===== src/rtl/agen_pkg.sv =====
package agen_pkg;
  parameter int unsigned AW        = 32;
  parameter int unsigned SCALE_W   = 2;
  parameter int unsigned SHORT_W   = 8;
  parameter int unsigned NUM_TERMS = 4;

  typedef logic [AW-1:0] addr_t;

  typedef enum logic [SCALE_W-1:0] {
    SC_X1 = 2'd0,
    SC_X2 = 2'd1,
    SC_X4 = 2'd2,
    SC_X8 = 2'd3
  } scale_e;

  // Position of each term in the operand vector fed to the tree
  localparam int unsigned T_BASE  = 0;
  localparam int unsigned T_INDEX = 1;
  localparam int unsigned T_DISP  = 2;
  localparam int unsigned T_SEG   = 3;
endpackage


===== src/rtl/agen_rst_sync.sv =====
module agen_rst_sync #(
  parameter int unsigned STAGES = 2
) (
  input  logic clk,
  input  logic rst_n,
  output logic rst_sync_n
);
  logic [STAGES-1:0] chain_q;
  logic [STAGES-1:0] chain_d;

  always_comb begin
    chain_d = {chain_q[STAGES-2:0], 1'b1};
  end

  always_ff @(posedge clk or negedge rst_n) begin
    if (!rst_n) chain_q <= '0;
    else        chain_q <= chain_d;
  end

  assign rst_sync_n = chain_q[STAGES-1];
endmodule


===== src/rtl/agen_operand_sel.sv =====
module agen_operand_sel
  import agen_pkg::*;
#(
  parameter int unsigned W      = AW,
  parameter int unsigned SW     = SCALE_W,
  parameter int unsigned DSHORT = SHORT_W
) (
  input  logic                    base_en,
  input  logic [W-1:0]            base_val,
  input  logic                    index_en,
  input  logic [W-1:0]            index_val,
  input  logic [SW-1:0]           scale_sel,
  input  logic [W-1:0]            disp_imm,
  input  logic                    disp_is_byte,
  input  logic [W-1:0]            seg_base,
  output logic [NUM_TERMS-1:0][W-1:0] terms
);
  localparam int unsigned NSCALE = 1 << SW;

  logic [W-1:0]        base_term;
  logic [W-1:0]        index_gated;
  logic [W-1:0]        index_term;
  logic [W-1:0]        disp_term;
  logic [NSCALE-1:0][W-1:0] shift_opts;

  always_comb begin
    base_term   = base_en  ? base_val  : '0;
    index_gated = index_en ? index_val : '0;
  end

  // One hard-wired shift per scale encoding, then a mux
  for (genvar s = 0; s < NSCALE; s++) begin : g_shift
    if (s == 0) begin : g_id
      assign shift_opts[s] = index_gated;
    end else begin : g_sh
      assign shift_opts[s] = {index_gated[W-1-s:0], {s{1'b0}}};
    end
  end

  always_comb begin
    index_term = shift_opts[scale_sel];
  end

  // Short displacement: sign-extend the low field
  always_comb begin
    if (disp_is_byte)
      disp_term = {{(W-DSHORT){disp_imm[DSHORT-1]}}, disp_imm[DSHORT-1:0]};
    else
      disp_term = disp_imm;
  end

  always_comb begin
    terms          = '0;
    terms[T_BASE]  = base_term;
    terms[T_INDEX] = index_term;
    terms[T_DISP]  = disp_term;
    terms[T_SEG]   = seg_base;
  end
endmodule


===== src/rtl/agen_csa3.sv =====
module agen_csa3 #(
  parameter int unsigned W = 32
) (
  input  logic [W-1:0] in_a,
  input  logic [W-1:0] in_b,
  input  logic [W-1:0] in_c,
  output logic [W-1:0] sum_o,
  output logic [W-1:0] carry_o
);
  logic [W-1:0] maj;

  always_comb begin
    sum_o   = in_a ^ in_b ^ in_c;
    maj     = (in_a & in_b) | (in_a & in_c) | (in_b & in_c);
    // Carry weight is one position up; bit W-1 leaves the word (mod 2^W)
    carry_o = {maj[W-2:0], 1'b0};
  end
endmodule


===== src/rtl/agen_csa_tree.sv =====
module agen_csa_tree
  import agen_pkg::*;
#(
  parameter int unsigned W  = AW,
  parameter int unsigned NT = NUM_TERMS
) (
  input  logic [NT-1:0][W-1:0] terms,
  output logic [W-1:0]         vec_s,
  output logic [W-1:0]         vec_c
);
  localparam int unsigned NCSA = NT - 2;

  logic [NCSA:0][W-1:0] acc_s;
  logic [NCSA:0][W-1:0] acc_c;

  assign acc_s[0] = terms[0];
  assign acc_c[0] = terms[1];

  // Each stage folds one further term into the redundant pair
  for (genvar k = 0; k < NCSA; k++) begin : g_stage
    agen_csa3 #(.W(W)) i_csa (
      .in_a    (acc_s[k]),
      .in_b    (acc_c[k]),
      .in_c    (terms[k+2]),
      .sum_o   (acc_s[k+1]),
      .carry_o (acc_c[k+1])
    );
  end

  assign vec_s = acc_s[NCSA];
  assign vec_c = acc_c[NCSA];
endmodule


===== src/rtl/agen_cpa.sv =====
module agen_cpa #(
  parameter int unsigned W = 32
) (
  input  logic [W-1:0] op_a,
  input  logic [W-1:0] op_b,
  output logic [W-1:0] result
);
  logic [W:0] full;

  always_comb begin
    full   = {1'b0, op_a} + {1'b0, op_b};
    result = full[W-1:0];
  end
endmodule


===== src/rtl/agen_top.sv =====
module agen_top
  import agen_pkg::*;
(
  input  logic              clk,
  input  logic              rst_n,
  input  logic              req_vld,
  input  logic              base_en,
  input  logic [AW-1:0]     base_val,
  input  logic              index_en,
  input  logic [AW-1:0]     index_val,
  input  logic [SCALE_W-1:0] scale_sel,
  input  logic [AW-1:0]     disp_imm,
  input  logic              disp_is_byte,
  input  logic [AW-1:0]     seg_base,
  output logic              addr_vld,
  output logic [AW-1:0]     addr_out
);
  logic                         rst_sync_n;
  logic [NUM_TERMS-1:0][AW-1:0] terms;
  logic [AW-1:0]                red_s;
  logic [AW-1:0]                red_c;
  logic [AW-1:0]                sum_w;
  logic [AW-1:0]                addr_d, addr_q;
  logic                         vld_d, vld_q;

  agen_rst_sync #(.STAGES(2)) i_rst_sync (
    .clk        (clk),
    .rst_n      (rst_n),
    .rst_sync_n (rst_sync_n)
  );

  agen_operand_sel #(.W(AW), .SW(SCALE_W), .DSHORT(SHORT_W)) i_opsel (
    .base_en      (base_en),
    .base_val     (base_val),
    .index_en     (index_en),
    .index_val    (index_val),
    .scale_sel    (scale_sel),
    .disp_imm     (disp_imm),
    .disp_is_byte (disp_is_byte),
    .seg_base     (seg_base),
    .terms        (terms)
  );

  agen_csa_tree #(.W(AW), .NT(NUM_TERMS)) i_tree (
    .terms (terms),
    .vec_s (red_s),
    .vec_c (red_c)
  );

  agen_cpa #(.W(AW)) i_cpa (
    .op_a   (red_s),
    .op_b   (red_c),
    .result (sum_w)
  );

  // Next-state: load on request, hold otherwise
  always_comb begin
    vld_d  = req_vld;
    addr_d = req_vld ? sum_w : addr_q;
  end

  always_ff @(posedge clk or negedge rst_sync_n) begin
    if (!rst_sync_n) vld_q <= 1'b0;
    else             vld_q <= vld_d;
  end

  always_ff @(posedge clk) begin
    addr_q <= addr_d;
  end

  assign addr_vld = vld_q;
  assign addr_out = addr_q;

  // the redundant pair from the tree carries the full four-term sum
  a_r1_two_vector_sum: assert property (@(posedge clk) disable iff (!rst_sync_n)
    req_vld |-> ((red_s + red_c) ==
                 (terms[T_BASE] + terms[T_INDEX] + terms[T_DISP] + terms[T_SEG])));

  // a scaled index never has bits set below the shift amount
  a_r2_scaled_low_zero: assert property (@(posedge clk) disable iff (!rst_sync_n)
    req_vld |-> ((terms[T_INDEX] & ((AW'(1) << scale_sel) - AW'(1))) == '0));

  // a request yields a valid result in the following cycle
  a_r8_valid_follows: assert property (@(posedge clk) disable iff (!rst_sync_n)
    req_vld |=> addr_vld);

  // no result without a request
  a_r8_no_spurious: assert property (@(posedge clk) disable iff (!rst_sync_n)
    !req_vld |=> !addr_vld);

  // the address holds through idle cycles
  a_r10_hold_idle: assert property (@(posedge clk) disable iff (!rst_sync_n)
    !req_vld |=> $stable(addr_out));
endmodule


===== config.mk =====
export PLATFORM = sky130hd
export DESIGN_NAME = agen_top
export DESIGN_NICKNAME = d
export VERILOG_FILES = /design/src/rtl/agen_pkg.sv /design/src/rtl/agen_rst_sync.sv /design/src/rtl/agen_operand_sel.sv /design/src/rtl/agen_csa3.sv /design/src/rtl/agen_csa_tree.sv /design/src/rtl/agen_cpa.sv /design/src/rtl/agen_top.sv
export SDC_FILE = /design/constraint.sdc
export NUM_CORES = 1
export LEC_CHECK = 0
export BUFFER_PORTS_ARGS = -buffer_cell sky130_fd_sc_hd__buf_2
export CAP_MARGIN = 20
export CORE_MARGIN = 3
export CORE_UTILIZATION = 54
export DETAILED_ROUTE_END_ITERATION = 8
export PLACE_DENSITY_LB_ADDON = 0.1
export SLEW_MARGIN = 5
export SYNTH_ARGS = -nofsm -noshare
export SYNTH_HDL_FRONTEND = slang
export SYNTH_SLANG_ARGS = --single-unit
export TNS_END_PERCENT = 5

===== constraint.sdc =====
create_clock -name clk -period 0.8 [get_ports clk]
set_input_delay 0.24 -clock clk [delete_from_list [all_inputs] [get_ports clk]]
set_output_delay 0.24 -clock clk [all_outputs]
set_load 0.02 [all_outputs]

# ---- Word level (Yosys, flattened, before mapping)
# Index checks and enable logic that the tools add are counted.
dict set report word_totals {
  ff_bits 35
  latch_bits 0
  ramBits 0
  romBits 0
  inputBits 136
  memories 0
}
dict set report classes {
  addsub 1
  mul 0
  div 0
  magnitude_cmp 1
  eq_ne 0
  shifts 0
  n_mux 5
  n_bitwise 14
  n_reduce_logical 0
}
# operator n
set ops {}
lappend ops {{31-bit AND} 6}
lappend ops {{32-bit two-way mux} 4}
lappend ops {{32-bit XOR} 4}
lappend ops {{31-bit OR} 4}
lappend ops {{32-bit binary-select mux with 2-bit select} 1}
lappend ops {{32-bit adder} 1}
lappend ops {{2-bit by 3-bit < comparator with 1-bit output, second input constant} 1}

# ---- Logic depth before layout (Yosys ltp)
# Gate-level depths: netlist (run 1).
dict set report logic_depth {
  ltp_word 10
  ltp_mapped 18
  mapped_depth_nobuf 15
}

# ---- Hierarchy
# A second synthesis (run 1) with hierarchy kept.
dict set report unflattened {
  hier_cells 551
  hier_area_um2 5477.8
}
# mod instances cells_per_inst area_per_inst_um2 seq_area_each_um2
set modules_own_cells {}
lappend modules_own_cells {agen_cpa 1 241 1744.2 0.0}
lappend modules_own_cells {agen_operand_sel 1 206 1382.6 0.0}
lappend modules_own_cells {agen_csa3 2 34 655.6 0.0}
lappend modules_own_cells {agen_top 1 33 985.9 985.9}
lappend modules_own_cells {agen_rst_sync 1 3 53.8 50.0}

# ---- Least setup slack after synthesis (run 1)
# OpenSTA, ideal clock, no wires.
dict set report synth_path {
  kind {input to register}
  from {in scale_sel[1]}
  to {reg addr_q[29] (netlist: addr_out[29]), data pin}
  t_arrival_ns 4.424
  slack_ns -3.884
  stages 17
  cell_sequence {clkbuf_1 > clkbuf_1 > clkbuf_1 > inv_1 > nand2_1 > nor2_1 > fa_1 > fa_1 > ha_1 > fa_1 > a21oi_1 > o21ai_1 > a21oi_2 > o31ai_2 > a221oi_2 > o21ai_1 > o311a_1}
}
dict set report synth_between {
  elab_chain_cells 9
}
# item line
set synth_rtl {}
lappend synth_rtl {{start, declared} agen_top.sv:11} ;# input logic [SCALE_W-1:0] scale_sel,
lappend synth_rtl {{32-bit binary-select mux with 2-bit select (*)} agen_operand_sel.sv:41} ;# index_term = shift_opts[scale_sel];
lappend synth_rtl {{32-bit two-way mux (implied by the code) (*)} agen_operand_sel.sv:41}
lappend synth_rtl {{31-bit AND} agen_csa3.sv:14} ;# maj = (in_a & in_b) | (in_a & in_c) | (in_b & in_c);
lappend synth_rtl {{31-bit OR (2 in series)} agen_csa3.sv:14}
lappend synth_rtl {{31-bit AND} agen_csa3.sv:14}
lappend synth_rtl {{31-bit OR (2 in series)} agen_csa3.sv:14}
lappend synth_rtl {{32-bit adder (*)} agen_cpa.sv:11} ;# full = {1'b0, op_a} + {1'b0, op_b};
lappend synth_rtl {{net i_cpa.full[29]} agen_cpa.sv:8} ;# logic [W:0] full;
lappend synth_rtl {{end signal, assigned} agen_top.sv:68} ;# addr_q <= addr_d;
lappend synth_rtl {{end, declared} agen_top.sv:23} ;# logic [AW-1:0] addr_d, addr_q;
# The timed path passes the listed nets; every way through them passes the cells marked *. The select of a mux whose other input is x is not followed.
# A chain may end at the register's enable or synchronous reset.

# ---- Final worst setup path (run 1)
dict set report layout_path {
  from {in scale_sel[0]}
  to {reg addr_q[21] (netlist: addr_out[21]), data pin}
}
# Same word-level chain as after synthesis.

==> reports/summary.txt, run 1 <==
count of antenna diodes in the layout - 0
Clock Skews - 0.0009390 ns
Post-Syn Area per Cell - 9.279 um2
RSZ-0062 raised after global routing - yes
DR WL/cell - 17.45 um
H-tree Lvls - 2
fraction of layout cells with a size suffix above 1 - 0.4640
Die H - 108.0 um
Power Density - 2517 mW/mm2
Critical Path Source - scale_sel[0]
PortBufs - 168
Die X-Extent - 108.0 um
element type at the critical path start - input pin
Critical Path End Type - register
Tightest Hold Check Type - reg2async
Distinct cells, synth - 50
cell leakage power - 4.187 nW
Seq/Total Area, Yosys - 0.1842
DP Cell Count - 997
length of routed met2 wiring - 8.883 mm
placed inst area - 0.007482 mm2
failing checks - setup timing
Final Instance Area - 0.008283 mm2
Mapped Area - 0.005623 mm2
clock buffer count from CTS - 5
multi-input gate area in the final layout - 0.004454 mm2
CTS tree - built
vias in the first global route - 5498
Worst Path Arrival - 3.79 ns
status - complete, but fails checks
Req. time, crit path - 0.84 ns
# IOs - 169
Total Neg Setup Slack - -90.41 ns
FFs w/ async S/R, synth - 0.08571
final worst slack - -2.953 ns
Fin. Hold Viols - 0
Core Rows - 36
initial antenna violation count - 0
R2R Path End - i_rst_sync.chain_q[1]
Final Setup Violations - 65
RR Startpoint - i_rst_sync.chain_q[0]
VDD IR-drop max - 0.001812 V
first-pass GRT wire length - 26.31 mm
First-pass DRT Iterations - 5
root buffer cell - clkbuf_8
Seq cells post-synth - 35
Sink Count - 35
number of warnings issued by yosys - 0
Post-Syn Instances - 606
Detailed Route WL - 17.85 mm
clk slew on worst S/H paths - 0.07 ns
crit-path cells - buf_12, buf_12, mux4_2, and2_4, fa_1, inv_1, fa_1, inv_1, ha_4, a21o_1, a21oi_1, o21ai_0, a21o_1, a21oi_2, o41ai_1, buf_4, xor2_1
syn nets - 835
number of synthesized flops with an enable pin - 32
Util after Layout - 0.8321
Total GRT Usage - 0.2864
area leader, netlist - fa_1
Die ar. - 0.01167 mm2
Top FF cell, synth - edfxtp_1
vias per cell - 5.420
WL met1 - 7.061 mm
CP max stage cell - fa_1
crit share post-route - 4.691
DR iter-0 viols - 259
slowest cell delay on critical path - 0.51 ns
Area growth syn-to-layout - 47.31%
drt drc - 0
Final Max Tran Viols - 0
worst reg-to-reg path cell count - 0
share of the synthesized area in the top cell type - 0.2207
clk_lat worst skew - 0.29 ns
Worst R2R Setup Slack - 0.32 ns
initial cell density of the core - 0.5649
Final HPWL DP - 13.74 mm
top layer in use - met4
Worst Path Max Fanout - 6
GR Overflow Total - 0
Fmax - 266.5 MHz
WL met3 - 1.256 mm
largest net degree at the start of global routing - 29
worst-case clock buffer depth - 2
FF+latch area - 0.001036 mm2
via count - 5545
antenna viol nets, final - 0
# fillers - 606
number of max-cap violations - 0
worst setup path endpoint - addr_out[21]
core box area - 0.009955 mm2
fin cells - 1023
GPL Wtd Cong - 0.9447
NumNets Final - 1118
Setup CP Type - in2reg
synth top area cells - fa_1 (22%), edfxtp_1 (17%), inv_1 (9.7%), mux4_2 (9.6%), ha_1 (6.9%)
Min Clock Period, post-route - 3.753 ns
metrics by stage:
stage | total power, W | setup slack (ns) | hold WS [ns]
final | 0.02085 | -2.953 | 0.002186
after global routing | 0.02240 | -3.099 | 0.01527
after CTS | 0.01991 | -3.011 | 0.004578
after detailed placement | 0.01679 | -3.511 | -0.002583
after global placement | 0.01642 | -3.404 | -0.003799
after floorplan | 0.01153 | -3.285 | -0.05559
where the power goes:
| part | internal [W] | leakage (nW) | switching [W] |
|---|---|---|---|
| registers | 0.00330 | 0.348 | 0.000175 |
| clock network | 0.000606 | 0.0402 | 0.000680 |
| logic | 0.00790 | 3.80 | 0.00819 |
| total | 0.0118 | 4.19 | 0.00904 |
final cells by class:
class	instances	share of cell area
Clock buffer	5	0.008308
Clock inverter	3	0.002417
Inverter	146	0.06616
Multi-Input combinational cell	402	0.5378
Timing Repair Buffer	299	0.2402
Tap cell	133	0.02009
Sequential cell	35	0.1251
how the worst min path moves through the flow:
| stage | endpoint | slack, ns | depth (start not counted) |
|---|---|---|---|
| after floorplan | i_rst_sync.chain_q[0] | -0.06 | 0 |
| after CTS | addr_vld | 0.005 | 0 |
| after global routing | addr_vld | 0.02 | 0 |
| after global placement | addr_vld | -0.004 | 0 |
| after detailed placement | addr_vld | -0.003 | 0 |
| final | addr_vld | 0.002 | 0 |
cells in the mapped netlist, types with 2 or more instances:
master and n:
nand2b_1 3, o31ai_2 2, clkbuf_1 20, o21ai_1 3, a31oi_1 3, and2_1 45
nand2_1 41, a311oi_1 2, nor2b_1 2, buf_2 2, nand4_1 5, nand3_1 7
a21o_1 10, o211ai_1 3, mux4_2 24, mux2_2 4, edfxtp_1 32, o21ai_0 32
dfrtp_1 3, and3_1 3, o22ai_1 2, a21oi_2 2, fa_1 62, ha_1 31
o211a_1 5, o21bai_1 4, xnor2_1 17, xor2_1 14, inv_1 146, nor2_1 19
or4_1 2, a21oi_1 30, mux2i_1 9
cells by family (layout without fill, tap and decap cells):
family | after synthesis | in the layout | synth area share
buffers and inverters | 169 | 453 | 0.1146
and+or+nand+nor | 133 | 133 | 0.1213
AOI/OAI and AO/OA | 107 | 107 | 0.1210
adders and majority gates | 93 | 93 | 0.2897
muxes | 37 | 37 | 0.1202
DFF | 35 | 35 | 0.1842
xor gates and xnor gates | 31 | 31 | 0.04829
other | 1 | 1 | 0.0006669
worst max-delay path, delay by kind of cell:
| family | cells | cell delay (ns) |
|---|---|---|
| and+or+nand+nor | 1 | 0.18 |
| adders and majority gates | 3 | 1.21 |
| AOI/OAI and AO/OA | 6 | 1.03 |
| buffers and inverters | 5 | 0.48 |
| muxes | 1 | 0.50 |
| xor gates and xnor gates | 1 | 0.13 |
repair_timing:
action                                  CTS  global route
endpoints found under the setup margin   65            65
setup buffers                             9             6
endpoints found under the hold margin     2             0
resized for setup                        78            25
pin swaps                                43            22
gates cloned                              1             1
hold buffers                              1             0
state kept, by name, indices dropped and copies added (netlist names):
signal	cells
i_rst_sync.chain_q	2
addr_out	32
addr_vld	1
cells in the final DEF (no fill, tap or decap), types with 4 or more instances in the layout:
cell type / n
a21o_1: 10
a21oi_1: 15
a21oi_2: 12
a21oi_4: 5
and2_1: 35
and2_4: 10
buf_12: 7
buf_2: 165
buf_4: 117
buf_6: 6
clkbuf_8: 5
edfxtp_1: 32
fa_1: 61
ha_1: 12
ha_4: 18
inv_1: 142
inv_2: 4
mux2i_1: 6
mux4_2: 24
nand2_1: 41
nand3_1: 6
nand4_1: 5
nor2_1: 14
nor2_2: 5
o211a_1: 5
o21ai_0: 25
o21ai_1: 4
o21ai_2: 5
o21bai_1: 4
xnor2_1: 16
xor2_1: 14
routing by layer:
metal	up-vias	GRT usage
li1	2550	-
met3	60	0.03403
met4	0	0.08566
met1	2628	0.3917
met5	-	0
met2	307	0.4822
Power figures use the tool's default switching activity.
==> run 2: changes to the inputs <==
==> constraint.sdc (replaced) <==
create_clock -name clk -period 0.8 [get_ports clk]
set_input_delay 0.24 -clock clk [delete_from_list [all_inputs] [get_ports clk]]
set_output_delay 0.24 -clock clk [all_outputs]
set_load 0.05 [all_outputs]
==> run 2 against run 1 <==
The flow still finishes with violations (setup timing); via count grew 4.6%; design area grew 4.5%; critical path depth is the same; worst hold slack gained 0.0097 ns; global-route usage grew 1.9 points; flip-flop and latch count is the same; register-to-register slack is essentially flat; wire length grew 11%; sequential share of layout area shrank 0.54 points; worst setup slack lost 0.18 ns; sequential power grew 7.2%; count of clock-buffer cells in the layout is the same; critical path type unchanged; critical endpoint is now addr_out[29]; highest routed layer unchanged.
==> reports/summary.txt, run 2 (synthesized netlist as in run 1, its figures left out) <==
Setup CP Type - in2reg (unchanged)
clk_lat worst skew - 0.28 ns (was 0.29 ns)
slowest cell delay on critical path - 0.54 ns (was 0.51 ns)
Fin. Hold Viols - 0 (unchanged)
antenna viol nets, final - 0 (unchanged)
length of routed met2 wiring - 9.624 mm (was 8.883 mm)
clk slew on worst S/H paths - 0.08 ns (was 0.07 ns)
WL met3 - 1.362 mm (was 1.256 mm)
DR WL/cell - 19.16 um (was 17.45 um)
first-pass GRT wire length - 28.08 mm (was 26.31 mm)
Tightest Hold Check Type - reg2async (unchanged)
via count - 5801 (was 5545)
initial antenna violation count - 0 (unchanged)
Die H - 108.0 um (unchanged)
GR Overflow Total - 0 (unchanged)
vias in the first global route - 5825 (was 5498)
CTS tree - built (unchanged)
Final Setup Violations - 65 (unchanged)
CP max stage cell - fa_1 (unchanged)
Req. time, crit path - 0.84 ns (about the same)
element type at the critical path start - input pin (unchanged)
RSZ-0062 raised after global routing - yes (unchanged)
clock buffer count from CTS - 5 (unchanged)
PortBufs - 168 (unchanged)
crit-path cells - buf_12, buf_12, buf_4, mux4_2, and2_4, fa_1, inv_2, fa_1, inv_2, ha_4, a21oi_2, o22ai_1, nor2_2, o31ai_4, a221oi_2, o21ai_2, o311a_1 (was buf_12, buf_12, mux4_2, and2_4, fa_1, inv_1, fa_1, inv_1, ha_4, a21o_1, a21oi_1, o21ai_0, a21o_1, a21oi_2, o41ai_1, buf_4, xor2_1)
status - complete, but fails checks (unchanged)
GPL Wtd Cong - 0.9430 (was 0.9447)
Area growth syn-to-layout - 53.94% (was 47.31%)
worst-case clock buffer depth - 2 (unchanged)
Core Rows - 36 (unchanged)
cell leakage power - 4.344 nW (was 4.187 nW)
most frequent cells in the layout - inv_1 (135), buf_2 (134), buf_4 (128) (was buf_2 (165), inv_1 (142), buf_4 (117))
number of max-cap violations - 0 (unchanged)
Die X-Extent - 108.0 um (unchanged)
Util after Layout - 0.8695 (was 0.8321)
Power Density - 2921 mW/mm2 (was 2517 mW/mm2)
First-pass DRT Iterations - 7 (was 5)
max reg flops - 32 (unchanged)
DP Cell Count - 999 (was 997)
VDD IR-drop max - 0.002314 V (was 0.001812 V)
count of antenna diodes in the layout - 0 (unchanged)
Critical Path End Type - register (unchanged)
fin cells - 1037 (was 1023)
Worst Path Max Fanout - 7 (was 6)
largest net degree at the start of global routing - 28 (was 29)
Detailed Route WL - 19.87 mm (was 17.85 mm)
vias per cell - 5.594 (was 5.420)
final worst slack - -3.136 ns (was -2.953 ns)
failing checks - setup timing (unchanged)
Min Clock Period, post-route - 3.936 ns (was 3.753 ns)
top layer in use - met4 (unchanged)
Fmax - 254.1 MHz (was 266.5 MHz)
WL met1 - 7.800 mm (was 7.061 mm)
root buffer cell - clkbuf_8 (unchanged)
Sink Count - 35 (unchanged)
Worst Path Arrival - 3.98 ns (was 3.79 ns)
# IOs - 169 (unchanged)
commonest non-fill, non-tap cell in the layout - inv_1 (was buf_2)
fraction of layout cells with a size suffix above 1 - 0.4934 (was 0.4640)
H-tree Lvls - 2 (unchanged)
Final HPWL DP - 13.46 mm (was 13.74 mm)
crit share post-route - 4.920 (was 4.691)
DR iter-0 viols - 419 (was 259)
initial cell density of the core - 0.5649 (unchanged)
# fillers - 495 (was 606)
Die ar. - 0.01167 mm2 (unchanged)
Final Max Tran Viols - 0 (unchanged)
Worst Hold Margin - 0.01188 ns (was 0.002186 ns)
NumNets Final - 1132 (was 1118)
core box area - 0.009955 mm2 (unchanged)
drt drc - 0 (unchanged)
Clock Skews - 0.0002373 ns (was 0.0009390 ns)
Total GRT Usage - 0.3055 (was 0.2864)
[run 2: worst paths after layout]
path | start | end | slack [ns] | cells after the start
setup / recovery | scale_sel[0] | addr_out[29] | -3.14 | 17
hold / removal | i_rst_sync.chain_q[1] | addr_vld | 0.01 | 0
setup reg to reg | i_rst_sync.chain_q[0] | i_rst_sync.chain_q[1] | 0.32 | 0
hold reg to reg | i_rst_sync.chain_q[1] | addr_vld | 0.01 | 0
max in group asynchronous | rst_n | i_rst_sync.chain_q[1] | 0.44 | 2
min in group clk | seg_base[0] | addr_out[0] | 0.29 | 2
[run 2: per-layer routing]
| metal | track usage | vias to the layer above |
|---|---|---|
| li1 | - | 2590 |
| met1 | 0.4014 | 2732 |
| met2 | 0.5160 | 391 |
| met3 | 0.03821 | 88 |
| met4 | 0.1217 | 0 |
| met5 | 0 | - |
[run 2: critical path: cells and delay by family]
| family | cells | cell delay (ns) |
|---|---|---|
| fa+ha+maj | 3 | 1.27 |
| compound gates | 6 | 1.23 |
| mux | 1 | 0.48 |
| buf+inv | 5 | 0.43 |
| simple gates | 2 | 0.32 |
[run 2: power by group]
part | internal (W) | switching [W] | total, W
clock network | 0.000945 | 0.000728 | 0.00167
registers | 0.00333 | 0.000389 | 0.00372
logic | 0.00898 | 0.0109 | 0.0199
total | 0.0133 | 0.0120 | 0.0253
[run 2: final cells by class]
class,count,area [um2],area share
repair buffers,313,2295,0.2651
inverters,146,548.0,0.06331
flip-flops and latches,35,1036,0.1197
clock inverters,3,47.55,0.005493
multi-input cells,402,4494,0.5192
well taps,133,166.4,0.01923
clock buffers,5,68.82,0.007950
[run 2: what timing repair did]
item / in CTS / in global routing
hold buffers: 1 / 0
pin swaps: 29 / 31
resized for setup: 135 / 54
cloned: 1 / 0
buffers inserted: 14 / 15
setup endpoints to repair: 65 / 65
hold endpoints to repair: 2 / 0
[run 2: through the flow]
stage	total power [W]	TNS, ns	setup WS, ns	cell area (um2)
CTS	0.02286	-90.29	-2.942	8330
global placement	0.01810	-95.58	-3.416	7522
detailed placement	0.01845	-98.47	-3.436	7522
finish	0.02528	-95.66	-3.136	8656
global route	0.02655	-98.61	-3.222	8656
floorplan	0.01337	-89.17	-3.285	5752
